**src/rtl/fnd_pkg.sv**
```systemverilog
// Package: shared constants for the fractional-N divider core.
// Assumes a base ratio of 59, a prescaler of 4/5 and a counter of 14..16.
package fnd_pkg;
    localparam int FRAC_W   = 10;  // accumulator / fraction width
    localparam int CH_W     = 2;   // channel field width
    localparam int BASE_N   = 59;  // ratio with channel 0 and zero offset
    localparam int NSTAGE   = 3;   // cascaded accumulator stages
    localparam int OFF_W    = 4;   // signed offset width (-3..+4)
    localparam int P_MIN    = 14;  // smallest programmable counter modulus
    localparam int P_W      = 5;   // counter modulus register width
    localparam int PSEL_W   = 2;   // encoded counter selection width
    localparam int S_W      = 2;   // swallow count width
    localparam int PRE_W    = 3;   // prescaler phase counter width
    localparam int PRE_HI   = 4;   // last prescaler phase when dividing by 5
    localparam int LEN_W    = 7;   // width able to hold a full cycle length
endpackage

```
**src/rtl/fnd_frac_sel.sv**
```systemverilog
// Module: chooses the effective fraction for the modulator.
// In frequency-shift mode the data bit adds or subtracts the deviation and
// the result is clamped to the fraction range; otherwise the fraction passes.
// Purely combinational; the inputs are assumed static between data changes.
module fnd_frac_sel #(
    parameter int FRAC_W = fnd_pkg::FRAC_W
) (
    input  logic [FRAC_W-1:0] frac,
    input  logic [FRAC_W-1:0] dev,
    input  logic              fsk_en,
    input  logic              fsk_bit,
    output logic [FRAC_W-1:0] frac_eff
);
    logic [FRAC_W:0] up_sum;
    logic [FRAC_W:0] dn_sum;

    // Widened sum and difference so that overflow and borrow are visible.
    always_comb begin
        up_sum = {1'b0, frac} + {1'b0, dev};
        dn_sum = {1'b0, frac} - {1'b0, dev};
    end

    // Pick the fraction and clamp at either end of the range.
    always_comb begin
        if (!fsk_en) begin
            frac_eff = frac;
        end else if (fsk_bit) begin
            frac_eff = up_sum[FRAC_W] ? {FRAC_W{1'b1}} : up_sum[FRAC_W-1:0];
        end else begin
            frac_eff = dn_sum[FRAC_W] ? {FRAC_W{1'b0}} : dn_sum[FRAC_W-1:0];
        end
    end
endmodule

```
**src/rtl/fnd_mash3.sv**
```systemverilog
// Module: three cascaded first-order accumulators with noise-cancelling
// recombination. The offset presented now belongs to the next division
// cycle; `step` commits it and advances all stages together.
// Assumes `step` pulses exactly once per division cycle.
module fnd_mash3 #(
    parameter int FRAC_W = fnd_pkg::FRAC_W,
    parameter int OFF_W  = fnd_pkg::OFF_W
) (
    input  logic                    clk,
    input  logic                    rst_n,
    input  logic                    step,
    input  logic [FRAC_W-1:0]       frac_in,
    output logic signed [OFF_W-1:0] offset
);
    localparam int NSTG = 3;

    logic [NSTG-1:0] cy;       // carry of each stage for this step
    logic            cy2_d;    // stage-2 carry of the previous step
    logic            cy3_d;    // stage-3 carry of the previous step
    logic            cy3_dd;   // stage-3 carry two steps back

    genvar g;
    generate
        for (g = 0; g < NSTG; g++) begin : g_stage
            logic [FRAC_W-1:0] acc_q;
            logic [FRAC_W-1:0] addend;
            logic [FRAC_W-1:0] sum;
            logic              carry;
            if (g == 0) begin : g_first
                assign addend = frac_in;
            end else begin : g_next
                assign addend = g_stage[g-1].sum;
            end
            assign {carry, sum} = {1'b0, acc_q} + {1'b0, addend};
            assign cy[g] = carry;
            // Residue register of this stage, advanced once per cycle.
            always_ff @(posedge clk) begin
                if (!rst_n)    acc_q <= '0;
                else if (step) acc_q <= sum;
            end
        end
    endgenerate

    // Delay line for the differentiated carries of stages two and three.
    always_ff @(posedge clk) begin
        if (!rst_n) begin
            cy2_d  <= 1'b0;
            cy3_d  <= 1'b0;
            cy3_dd <= 1'b0;
        end else if (step) begin
            cy2_d  <= cy[1];
            cy3_d  <= cy[2];
            cy3_dd <= cy3_d;
        end
    end

    // Recombine: c1 + (1-z^-1)c2 + (1-z^-1)^2 c3.
    always_comb begin
        offset = $signed({{(OFF_W-1){1'b0}}, cy[0]})
               + $signed({{(OFF_W-1){1'b0}}, cy[1]})
               - $signed({{(OFF_W-1){1'b0}}, cy2_d})
               + $signed({{(OFF_W-1){1'b0}}, cy[2]})
               - $signed({{(OFF_W-2){1'b0}}, cy3_d, 1'b0})
               + $signed({{(OFF_W-1){1'b0}}, cy3_dd});
    end
endmodule

```
**src/rtl/fnd_ratio_map.sv**
```systemverilog
// Module: turns base + channel + offset into a counter modulus P and a
// swallow count S with ratio = 4*P + S. With ratios of 56..66 this is the
// ratio divided by four and its remainder. Combinational.
module fnd_ratio_map #(
    parameter int CH_W   = fnd_pkg::CH_W,
    parameter int OFF_W  = fnd_pkg::OFF_W,
    parameter int BASE_N = fnd_pkg::BASE_N,
    parameter int P_W    = fnd_pkg::P_W,
    parameter int S_W    = fnd_pkg::S_W
) (
    input  logic [CH_W-1:0]         chan,
    input  logic signed [OFF_W-1:0] offset,
    output logic [P_W-1:0]          next_p,
    output logic [S_W-1:0]          next_s
);
    int ratio;

    // Split the per-cycle ratio into prescaler periods and swallows.
    always_comb begin
        ratio  = BASE_N + int'(chan) + int'(offset);
        next_p = P_W'(ratio >>> S_W);
        next_s = S_W'(ratio);
    end
endmodule

```
**src/rtl/fnd_div_core.sv**
```systemverilog
// Module: cycle-accurate model of the 4/5 prescaler and the 14..16 counter.
// S prescaler periods of 5 clocks are followed by P-S periods of 4 clocks.
// The next P and S are latched when a cycle starts, and the pulse marks
// that start. Assumes S <= P, which holds for every ratio in 56..66.
module fnd_div_core #(
    parameter int P_W    = fnd_pkg::P_W,
    parameter int S_W    = fnd_pkg::S_W,
    parameter int PSEL_W = fnd_pkg::PSEL_W,
    parameter int PRE_W  = fnd_pkg::PRE_W,
    parameter int PRE_HI = fnd_pkg::PRE_HI,
    parameter int P_MIN  = fnd_pkg::P_MIN,
    parameter int LEN_W  = fnd_pkg::LEN_W
) (
    input  logic                    clk,
    input  logic                    rst_n,
    input  logic                    en,
    input  logic [P_W-1:0]          next_p,
    input  logic [S_W-1:0]          next_s,
    output logic                    load,
    output logic                    fb_pulse,
    output logic [PSEL_W+S_W-1:0]   mod_ctrl
);
    logic             run;
    logic [PRE_W-1:0] pre_cnt;
    logic [S_W-1:0]   swl_left;
    logic [P_W-1:0]   prog_cnt;
    logic [P_W-1:0]   cur_p;
    logic [S_W-1:0]   cur_s;
    logic             mod5;
    logic             pre_last;
    logic             prog_last;
    logic             cycle_end;

    // Prescaler terminal phase and counter terminal count.
    always_comb begin
        mod5      = (swl_left != '0);
        pre_last  = (pre_cnt == (mod5 ? PRE_W'(PRE_HI) : PRE_W'(PRE_HI - 1)));
        prog_last = (prog_cnt == (cur_p - P_W'(1)));
        cycle_end = run && pre_last && prog_last;
        load      = en && (!run || cycle_end);
    end

    // Prescaler phase, swallow and counter state, plus the start pulse.
    always_ff @(posedge clk) begin
        if (!rst_n) begin
            run      <= 1'b0;
            pre_cnt  <= '0;
            swl_left <= '0;
            prog_cnt <= '0;
            cur_p    <= P_W'(P_MIN);
            cur_s    <= '0;
            fb_pulse <= 1'b0;
        end else if (!en) begin
            run      <= 1'b0;
            pre_cnt  <= '0;
            swl_left <= '0;
            prog_cnt <= '0;
            fb_pulse <= 1'b0;
        end else begin
            fb_pulse <= load;
            if (load) begin
                run      <= 1'b1;
                pre_cnt  <= '0;
                prog_cnt <= '0;
                cur_p    <= next_p;
                cur_s    <= next_s;
                swl_left <= next_s;
            end else if (pre_last) begin
                pre_cnt  <= '0;
                prog_cnt <= prog_cnt + P_W'(1);
                if (mod5) swl_left <= swl_left - S_W'(1);
            end else begin
                pre_cnt  <= pre_cnt + PRE_W'(1);
            end
        end
    end

    assign mod_ctrl = {PSEL_W'(cur_p - P_W'(P_MIN)), cur_s};

    // Checker: clocks elapsed since the last cycle start.
    logic [LEN_W-1:0] len_cnt;
    logic [LEN_W-1:0] exp_len;
    always_ff @(posedge clk) begin
        if (!rst_n || load) len_cnt <= '0;
        else                len_cnt <= len_cnt + LEN_W'(1);
    end
    assign exp_len = LEN_W'({cur_p, 2'b00}) + LEN_W'(cur_s);

    assert_pulse_single_R2: assert property (@(posedge clk) disable iff (!rst_n)
        fb_pulse |=> !fb_pulse);
    assert_disabled_quiet_R10: assert property (@(posedge clk) disable iff (!rst_n)
        !en |=> !fb_pulse);
    assert_mod_hold_R3: assert property (@(posedge clk) disable iff (!rst_n)
        (run && en && !load) |=> $stable(mod_ctrl));
    assert_cycle_len_R3: assert property (@(posedge clk) disable iff (!rst_n)
        (load && run) |-> (len_cnt + LEN_W'(1) == exp_len));
    assert_mod_range_R4: assert property (@(posedge clk) disable iff (!rst_n)
        load |=> (cur_p >= P_W'(P_MIN) && cur_p <= P_W'(P_MIN + 2) && cur_s <= cur_p));
endmodule

```
**src/rtl/fnd_frac_divider.sv**
```systemverilog
// Module: top of the fractional-N feedback divider core. It connects the
// fraction selector, the three-stage modulator, the ratio mapper and the
// prescaler/counter model. The modulator steps on every cycle start.
module fnd_frac_divider #(
    parameter int FRAC_W = fnd_pkg::FRAC_W,
    parameter int CH_W   = fnd_pkg::CH_W,
    parameter int OFF_W  = fnd_pkg::OFF_W,
    parameter int P_W    = fnd_pkg::P_W,
    parameter int S_W    = fnd_pkg::S_W,
    parameter int PSEL_W = fnd_pkg::PSEL_W
) (
    input  logic                  clk,
    input  logic                  rst_n,
    input  logic                  synth_en,
    input  logic [CH_W-1:0]       chan,
    input  logic [FRAC_W-1:0]     frac,
    input  logic                  fsk_en,
    input  logic                  fsk_bit,
    input  logic [FRAC_W-1:0]     fsk_dev,
    output logic                  fb_pulse,
    output logic [PSEL_W+S_W-1:0] mod_ctrl
);
    logic [FRAC_W-1:0]       frac_eff;
    logic signed [OFF_W-1:0] offset;
    logic [P_W-1:0]          next_p;
    logic [S_W-1:0]          next_s;
    logic                    cyc_load;

    fnd_frac_sel #(.FRAC_W(FRAC_W)) u_sel (
        .frac(frac), .dev(fsk_dev), .fsk_en(fsk_en), .fsk_bit(fsk_bit),
        .frac_eff(frac_eff)
    );

    fnd_mash3 #(.FRAC_W(FRAC_W), .OFF_W(OFF_W)) u_mash (
        .clk(clk), .rst_n(rst_n), .step(cyc_load), .frac_in(frac_eff),
        .offset(offset)
    );

    fnd_ratio_map #(.CH_W(CH_W), .OFF_W(OFF_W), .P_W(P_W), .S_W(S_W)) u_map (
        .chan(chan), .offset(offset), .next_p(next_p), .next_s(next_s)
    );

    fnd_div_core #(.P_W(P_W), .S_W(S_W), .PSEL_W(PSEL_W)) u_core (
        .clk(clk), .rst_n(rst_n), .en(synth_en), .next_p(next_p),
        .next_s(next_s), .load(cyc_load), .fb_pulse(fb_pulse),
        .mod_ctrl(mod_ctrl)
    );
endmodule

```
**config.mk**
```make
export PLATFORM = sky130hd
export DESIGN_NAME = fnd_frac_divider
export DESIGN_NICKNAME = d
export VERILOG_FILES = /design/src/rtl/fnd_pkg.sv /design/src/rtl/fnd_frac_sel.sv /design/src/rtl/fnd_mash3.sv /design/src/rtl/fnd_ratio_map.sv /design/src/rtl/fnd_div_core.sv /design/src/rtl/fnd_frac_divider.sv
export SDC_FILE = /design/constraint.sdc
export NUM_CORES = 1
export LEC_CHECK = 0
export ABC_CLOCK_PERIOD_IN_PS = 11800
export BUFFER_PORTS_ARGS = -buffer_cell sky130_fd_sc_hd__buf_2
export CAP_MARGIN = 15
export CORE_MARGIN = 4
export CORE_UTILIZATION = 55
export CTS_CLUSTER_DIAMETER = 120
export CTS_CLUSTER_SIZE = 12
export DETAILED_ROUTE_END_ITERATION = 8
export PLACE_DENSITY_LB_ADDON = 0.05
export RECOVER_POWER = 50
export SETUP_SLACK_MARGIN = 0.5
export SYNTH_ARGS = -nofsm -noshare
export SYNTH_HDL_FRONTEND = slang
export SYNTH_SLANG_ARGS = --single-unit
```
**constraint.sdc**
```tcl
create_clock -name clk -period 11.8 [get_ports clk]
set_clock_uncertainty 0.2 [all_clocks]
set_input_delay 1.77 -clock clk [delete_from_list [all_inputs] [get_ports clk]]
set_output_delay 1.77 -clock clk [all_outputs]
set_load 0.005 [all_outputs]
```
==> metrics.yaml, run 1 <==
status: "complete, but fails checks"
violations: "capacitance limit, slew limit"
initial_core_util_pct: 57.3
die_x_microns: 101
synth_top_cell_area_share_pct: 21.9
place_congestion: 0.950
syn_to_final_growth_pct: 5.68
clock-sinks: 52
ios: 32
finalSetupViolations: 0
antenna_found_initial: 0
first_global_vias: 3885
antenna_cells: 0
max_stage_delay_ns: 0.55
power_frac_clock_pct: 11.4
grt_usage_pct: 21.1
critPathSlowestCell: "o311ai_0"
synth_seq_cells: 52
dr.pass1.iters: 4
rsz0062_at_grt: "no"
rows: 33
cts-root-buf: "clkbuf_8"
synth_warnings: 0
avgSynthCellArea_sq_um: 7.90
hold_path_class: "reg2reg"
worst_pin_slew_ns: 1.92
ys.flop_type: "dfxtp_1"
synth_commonest_cells: "73 x nand2_1, 65 x ha_1, 61 x a21oi_1"
cp.required_ns: 11.72
ant_nets: 0
drc: 0
sw_frac_of_total_pct: 44.3
seq_power_share_pct: 25.6
postSynthNetCount: 702
post-cts-setup-buffers: 0
clk_latency_ns: 0.31
synth_area_leaders: "dfxtp_1 22%, ha_1 17%, a21oi_1 6.4%"
min_period_ns: 9.85
power_density_mw_per_mm2: 181
clk_pin_slew_ns: 0.10
cpMostUsedCell: "ha_1"
grt_pass1_wl_mm: 17.8
cts.repair.resized: 0
hold_viol: 0
routed_wl_mm: 10.5
crit_type: "in2reg"
synth.distinct_cells: 63
fmax_mhz: 102
overflow: 0
core_area_sq_mm: 0.00830
async_flop_share_pct: 0
cts_tree: "built"
power_switching_w: 0.000403
ir_drop_v: 0.000147
post-route-period-util_pct: 83.5
synth_top_area_cell: "dfxtp_1"
synth.most_common_cell: "nand2_1"
critical-path-top-delay-family: "adder cells"
route.vias.total: 4181
synth_enable_flop_cells: 0
grt_max_degree: 43
io_buffer_count: 31
fin_nets: 722
drt_iter0_markers: 176
dp.final_hpwl_mm: 8.03
fin_tns_setup_ns: 0
die_area_sq_mm: 0.0102
cts_buffer_depth: 2
drive_above_1_share_pct: 7.54
crit_arrival_ns: 9.77
crit_buf_inv: 4
cp_max_fo: 8
max-slew-margin-rel_pct: -28.1
endpoint_kind: "flop"
fp.dieH_microns: 101
htreeDepth: 2
synth_cells: 602
p_leak_nw: 2.29
synth-seq-area-share_pct: 21.9
internal_power_w: 0.000507
slew_violations: 43
comb_power_share_pct: 63.0
wl_per_cell_microns: 14.4
power_w: 0.000910
cts_buffers: 5
max_cap_violations: 1
ctsHoldBuffers: 0
crit_path_start_kind: "input port"
mappedNetlistArea_sq_mm: 0.00476
viasPerCell: 5.74
-- power groups by stage --
| stage | Clock, W | Combinational (W) | Sequential (W) |
|---|---|---|---|
| floorplan | 0 | 0.000460 | 0.000232 |
| detailed placement | 0 | 0.000570 | 0.000237 |
| finish | 0.000104 | 0.000573 | 0.000233 |
| global route | 0.000115 | 0.000659 | 0.000238 |
| CTS | 0.000108 | 0.000573 | 0.000233 |
| global placement | 0 | 0.000555 | 0.000236 |
-- layout by cell type (no fill, tap or decap), drive strengths merged, types with 3 or more instances in the layout --
master	n
o21bai	5
xor2	10
o211ai	10
a21oi	61
mux2i	3
inv	59
ha	65
buf	29
a211o	4
nand2b	12
o21ai	20
nor3	12
o32ai	6
nand4	3
or3	6
o311ai	6
nand3b	6
nand2	73
o31ai	3
nor2	41
o21a	8
a21o	7
nand3	13
dfxtp	52
or2	5
a31oi	5
nor4	3
clkbuf	11
a211oi	10
fa	8
nor2b	9
xnor2	23
-- cell families (layout without fill, tap and decap cells) --
family | Yosys count | in the layout | share of synthesized area (%)
simple gates | 193 | 193 | 19.5
fa+ha+maj | 73 | 73 | 20.5
flops | 52 | 52 | 21.9
compound gates | 167 | 167 | 23.9
xor+xnor | 34 | 34 | 6.55
mux | 3 | 3 | 0.631
buf+inv | 80 | 101 | 7.10
-- state kept, by name, summed over array words and instances (netlist names) --
name and flops:
u_core.pre_cnt 3, u_core.prog_cnt 5, u_core.fb_pulse 1, u_core.cur_p 5
u_core.swl_left 2, u_mash.g_stage.acc_q 30, u_core.cur_s 2, u_mash.cy3_dd 1
u_mash.cy2_d 1, u_core.run 1, u_mash.cy3_d 1
-- routing by layer --
metal	vias to the layer above	wire length [microns]	global-route usage, %
li1	2149	-	-
met1	1941	4920	27.9
met2	75	4930	35.9
met3	16	449	3.25
met4	0	162	5.11
met5	-	0	0
-- area by class of cell --
cell class                      instances  area (sq um)
Tap cell                              105           131
Multi-Input combinational cell        470          3360
Sequential cell                        52          1040
Clock buffer                            6          72.6
Timing Repair Buffer                   34           189
Inverter                               59           221
Fill cell                             787          3270
Clock inverter                          2          13.8
-- worst reg2reg max path: stages, from the launching register on --
cell and delay, ns:
dfxtp_1 0.32, ha_1 0.22, fa_1 0.40, a21oi_1 0.25
o21ba_2 0.20, nand2_1 0.06, xor2_1 0.22, ha_1 0.32
a21oi_1 0.18, o21a_1 0.18, xnor2_1 0.15, ha_1 0.31
and3_1 0.20, a221oi_1 0.42, o21ai_0 0.24, fa_1 0.41
ha_1 0.28, inv_1 0.04, ha_1 0.26, inv_1 0.04
ha_1 0.22, fa_1 0.37, ha_1 0.28, nand2_1 0.07
o211ai_1 0.12
-- worst paths after layout --
check,depth (start not counted),to,start,slack (ns)
min reg2reg,2,u_core.cur_s[1],u_core.cur_s[1],0.26
min,2,u_core.cur_s[1],u_core.cur_s[1],0.26
max reg2reg,24,u_core.cur_p[1],u_mash.g_stage[0].acc_q[0],5.66
max,33,u_core.cur_p[1],frac[0],1.95
-- per-stage QoR --
step | worst slack (ns) | cell area, sq um | std cells | utilization (%) | hold slack (ns)
global placement | 2.05 | 4940 | 719 | 59.6 | 0.242
global route | 1.42 | 5030 | 728 | 60.6 | 0.291
floorplan | 3.00 | 4760 | 602 | - | 0.236
finish | 1.95 | 5030 | 728 | 60.6 | 0.258
detailed placement | 1.93 | 4940 | 719 | 59.6 | 0.247
CTS | 2.26 | 5030 | 727 | 60.6 | 0.262
No activity file was read; power rests on OpenSTA's default activity.
==> inputs of run 2 (changes only) <==
Settings changed: ABC_CLOCK_PERIOD_IN_PS 11800 to 8000.
Clock period 11.8 ns to 8 ns, I/O delays scaled along.
==> run 2 against run 1 <==
The run now ends clean. Sequential power rose by 49%. First-iteration DRC count grew 29%. Critical endpoint unchanged. Die area did not move. Largest power group unchanged. Worst hold slack gained 0.0050 ns. Global-route usage grew 3.1 points.
==> metrics.yaml, run 2 (same netlist as run 1, synthesis figures left out) <==
max_cap_violations: 0
drive_above_1_share_pct: 27.0
sw_frac_of_total_pct: 42.1
io_buffer_count: 31
power_density_mw_per_mm2: 282
dpl_worst_slack_ns: -0.371
grt_usage_pct: 24.1
cts-root-buf: "clkbuf_8"
final_core_util_pct: 73.4
drt_iter0_markers: 227
top_register: "u_mash.g_stage.acc_q"
clk_pin_slew_ns: 0.11
crit_path_start_kind: "input port"
crit_buf_inv: 5
internal_power_w: 0.000993
ios: 32
layout.cells.non_filler: 806
ctsHoldBuffers: 0
wl_met3_microns: 538
ant_nets: 0
largest_register_ffs: 30
cpMostUsedCell: "ha_4"
slew_violations: 0
top_regs: "u_mash.g_stage.acc_q x30, u_core.cur_p x5, u_core.prog_cnt x5"
fp.dieH_microns: 101
die_x_microns: 101
fmax_mhz: 128
route.vias.total: 4656
cts_buffers: 5
fin_nets: 800
power_frac_clock_pct: 9.2
min_period_ns: 7.82
seq_power_share_pct: 20.3
dp.final_hpwl_mm: 8.86
setup_ws_ns: 0.183
cts_tree: "built"
hold_viol: 0
routed_wl_mm: 12.1
first_global_vias: 4644
htreeDepth: 2
grt_max_degree: 43
rsz0062_at_grt: "yes"
p_leak_nw: 2.78
crit_arrival_ns: 7.86
top_layer_used: "met4"
drc: 0
antenna_cells: 0
place_congestion: 0.990
fin_tns_setup_ns: 0
max-slew-margin-rel_pct: 36.8
wl_met1_mm: 5.36
critPathSlowestCell: "fa_2"
initial_core_util_pct: 57.3
antenna_found_initial: 0
viasPerCell: 5.78
status: "completed"
cp.required_ns: 8.05
wl_met2_mm: 5.94
syn_to_final_growth_pct: 28.1
clk_latency_ns: 0.31
ir_drop_v: 0.000324
endpoint_kind: "flop"
wl_per_cell_microns: 15.0
worst_pin_slew_ns: 0.934
finalSetupViolations: 0
dp.cells: 783
cts_buffer_depth: 2
layout_commonest_cell: "buf_4"
dr.pass1.iters: 5
cp_max_fo: 5
clock-sinks: 52
max_stage_delay_ns: 0.39
fin_worst_hold_slack_ns: 0.263
overflow: 0
power_switching_w: 0.000723
crit_type: "in2reg"
grt_pass1_wl_mm: 20.5
critical-path-top-delay-family: "adder cells"
final_cell_mix: "75 x buf_4, 72 x nand2_1, 54 x inv_1, 52 x dfxtp_1"
post-route-period-util_pct: 97.7
die_area_sq_mm: 0.0102
fillers: 655
comb_power_share_pct: 70.5
rows: 33
core_area_sq_mm: 0.00830
hold_path_class: "reg2reg"
==> run 2: cell types whose count changed in the layout (fill, tap and decap cells not counted), moves of 6 or more <==
cell     change
a21oi_2      +9
ha_1        -14
a21oi_1     -10
buf_4       +74
ha_4        +13
o32ai_1      -6
==> run 2: worst paths after layout <==
kind	slack [ns]	start	endpoint	cells past startpoint
worst min register to register	0.26	u_core.cur_s[1]	u_core.cur_s[1]	2
worst min-delay path	0.26	u_core.cur_s[1]	u_core.cur_s[1]	2
worst max register to register	2.56	u_mash.g_stage[0].acc_q[0]	u_core.cur_p[1]	25
worst max-delay path	0.18	fsk_dev[0]	u_core.cur_p[1]	34
==> run 2: power groups by stage <==
stage	clock network, W	registers, W	logic (W)
after global routing	0.000176	0.000355	0.00135
final	0.000158	0.000348	0.00121
after detailed placement	0	0.000351	0.00106
after CTS	0.000165	0.000347	0.00114
after floorplan	0	0.000343	0.000733
after global placement	0	0.000349	0.00103
==> run 2: metal layers <==
layer	vias up	global-route usage (%)
met3	28	3.11
met2	125	42.3
met1	2195	30.5
li1	2308	-
met5	-	0
met4	0	7.98
==> run 2: repair_timing <==
item | CTS | global route
setup endpoints to repair | 7 | 7
pin swaps | 36 | 35
setup buffers | 10 | 4
gates resized for setup | 34 | 25
==> run 2: layout make-up <==
type	instances	area (sq um)	area share [%]
clock buffer	5	68.8	1.13
clock inverter	3	21.3	0.349
inverter	59	231	3.80
multi-input combinational	470	3770	61.9
sequential	52	1040	17.1
tap	105	131	2.16
timing repair buffer	112	827	13.6
==> run 2: through the flow <==
step | instance area (sq um) | total power (W)
2_1_floorplan | 4890 | 0.00108
3_3_place_gp | 5550 | 0.00138
3_5_place_dp | 5550 | 0.00142
4_1_cts | 5920 | 0.00166
5_1_grt | 6090 | 0.00188
6_report | 6090 | 0.00172
==> run 2: tightest hold or removal path, cell delays in order, from the launching register on <==
cell     delay (ns)
dfxtp_1        0.33
nand2_1        0.05
a21oi_1        0.05
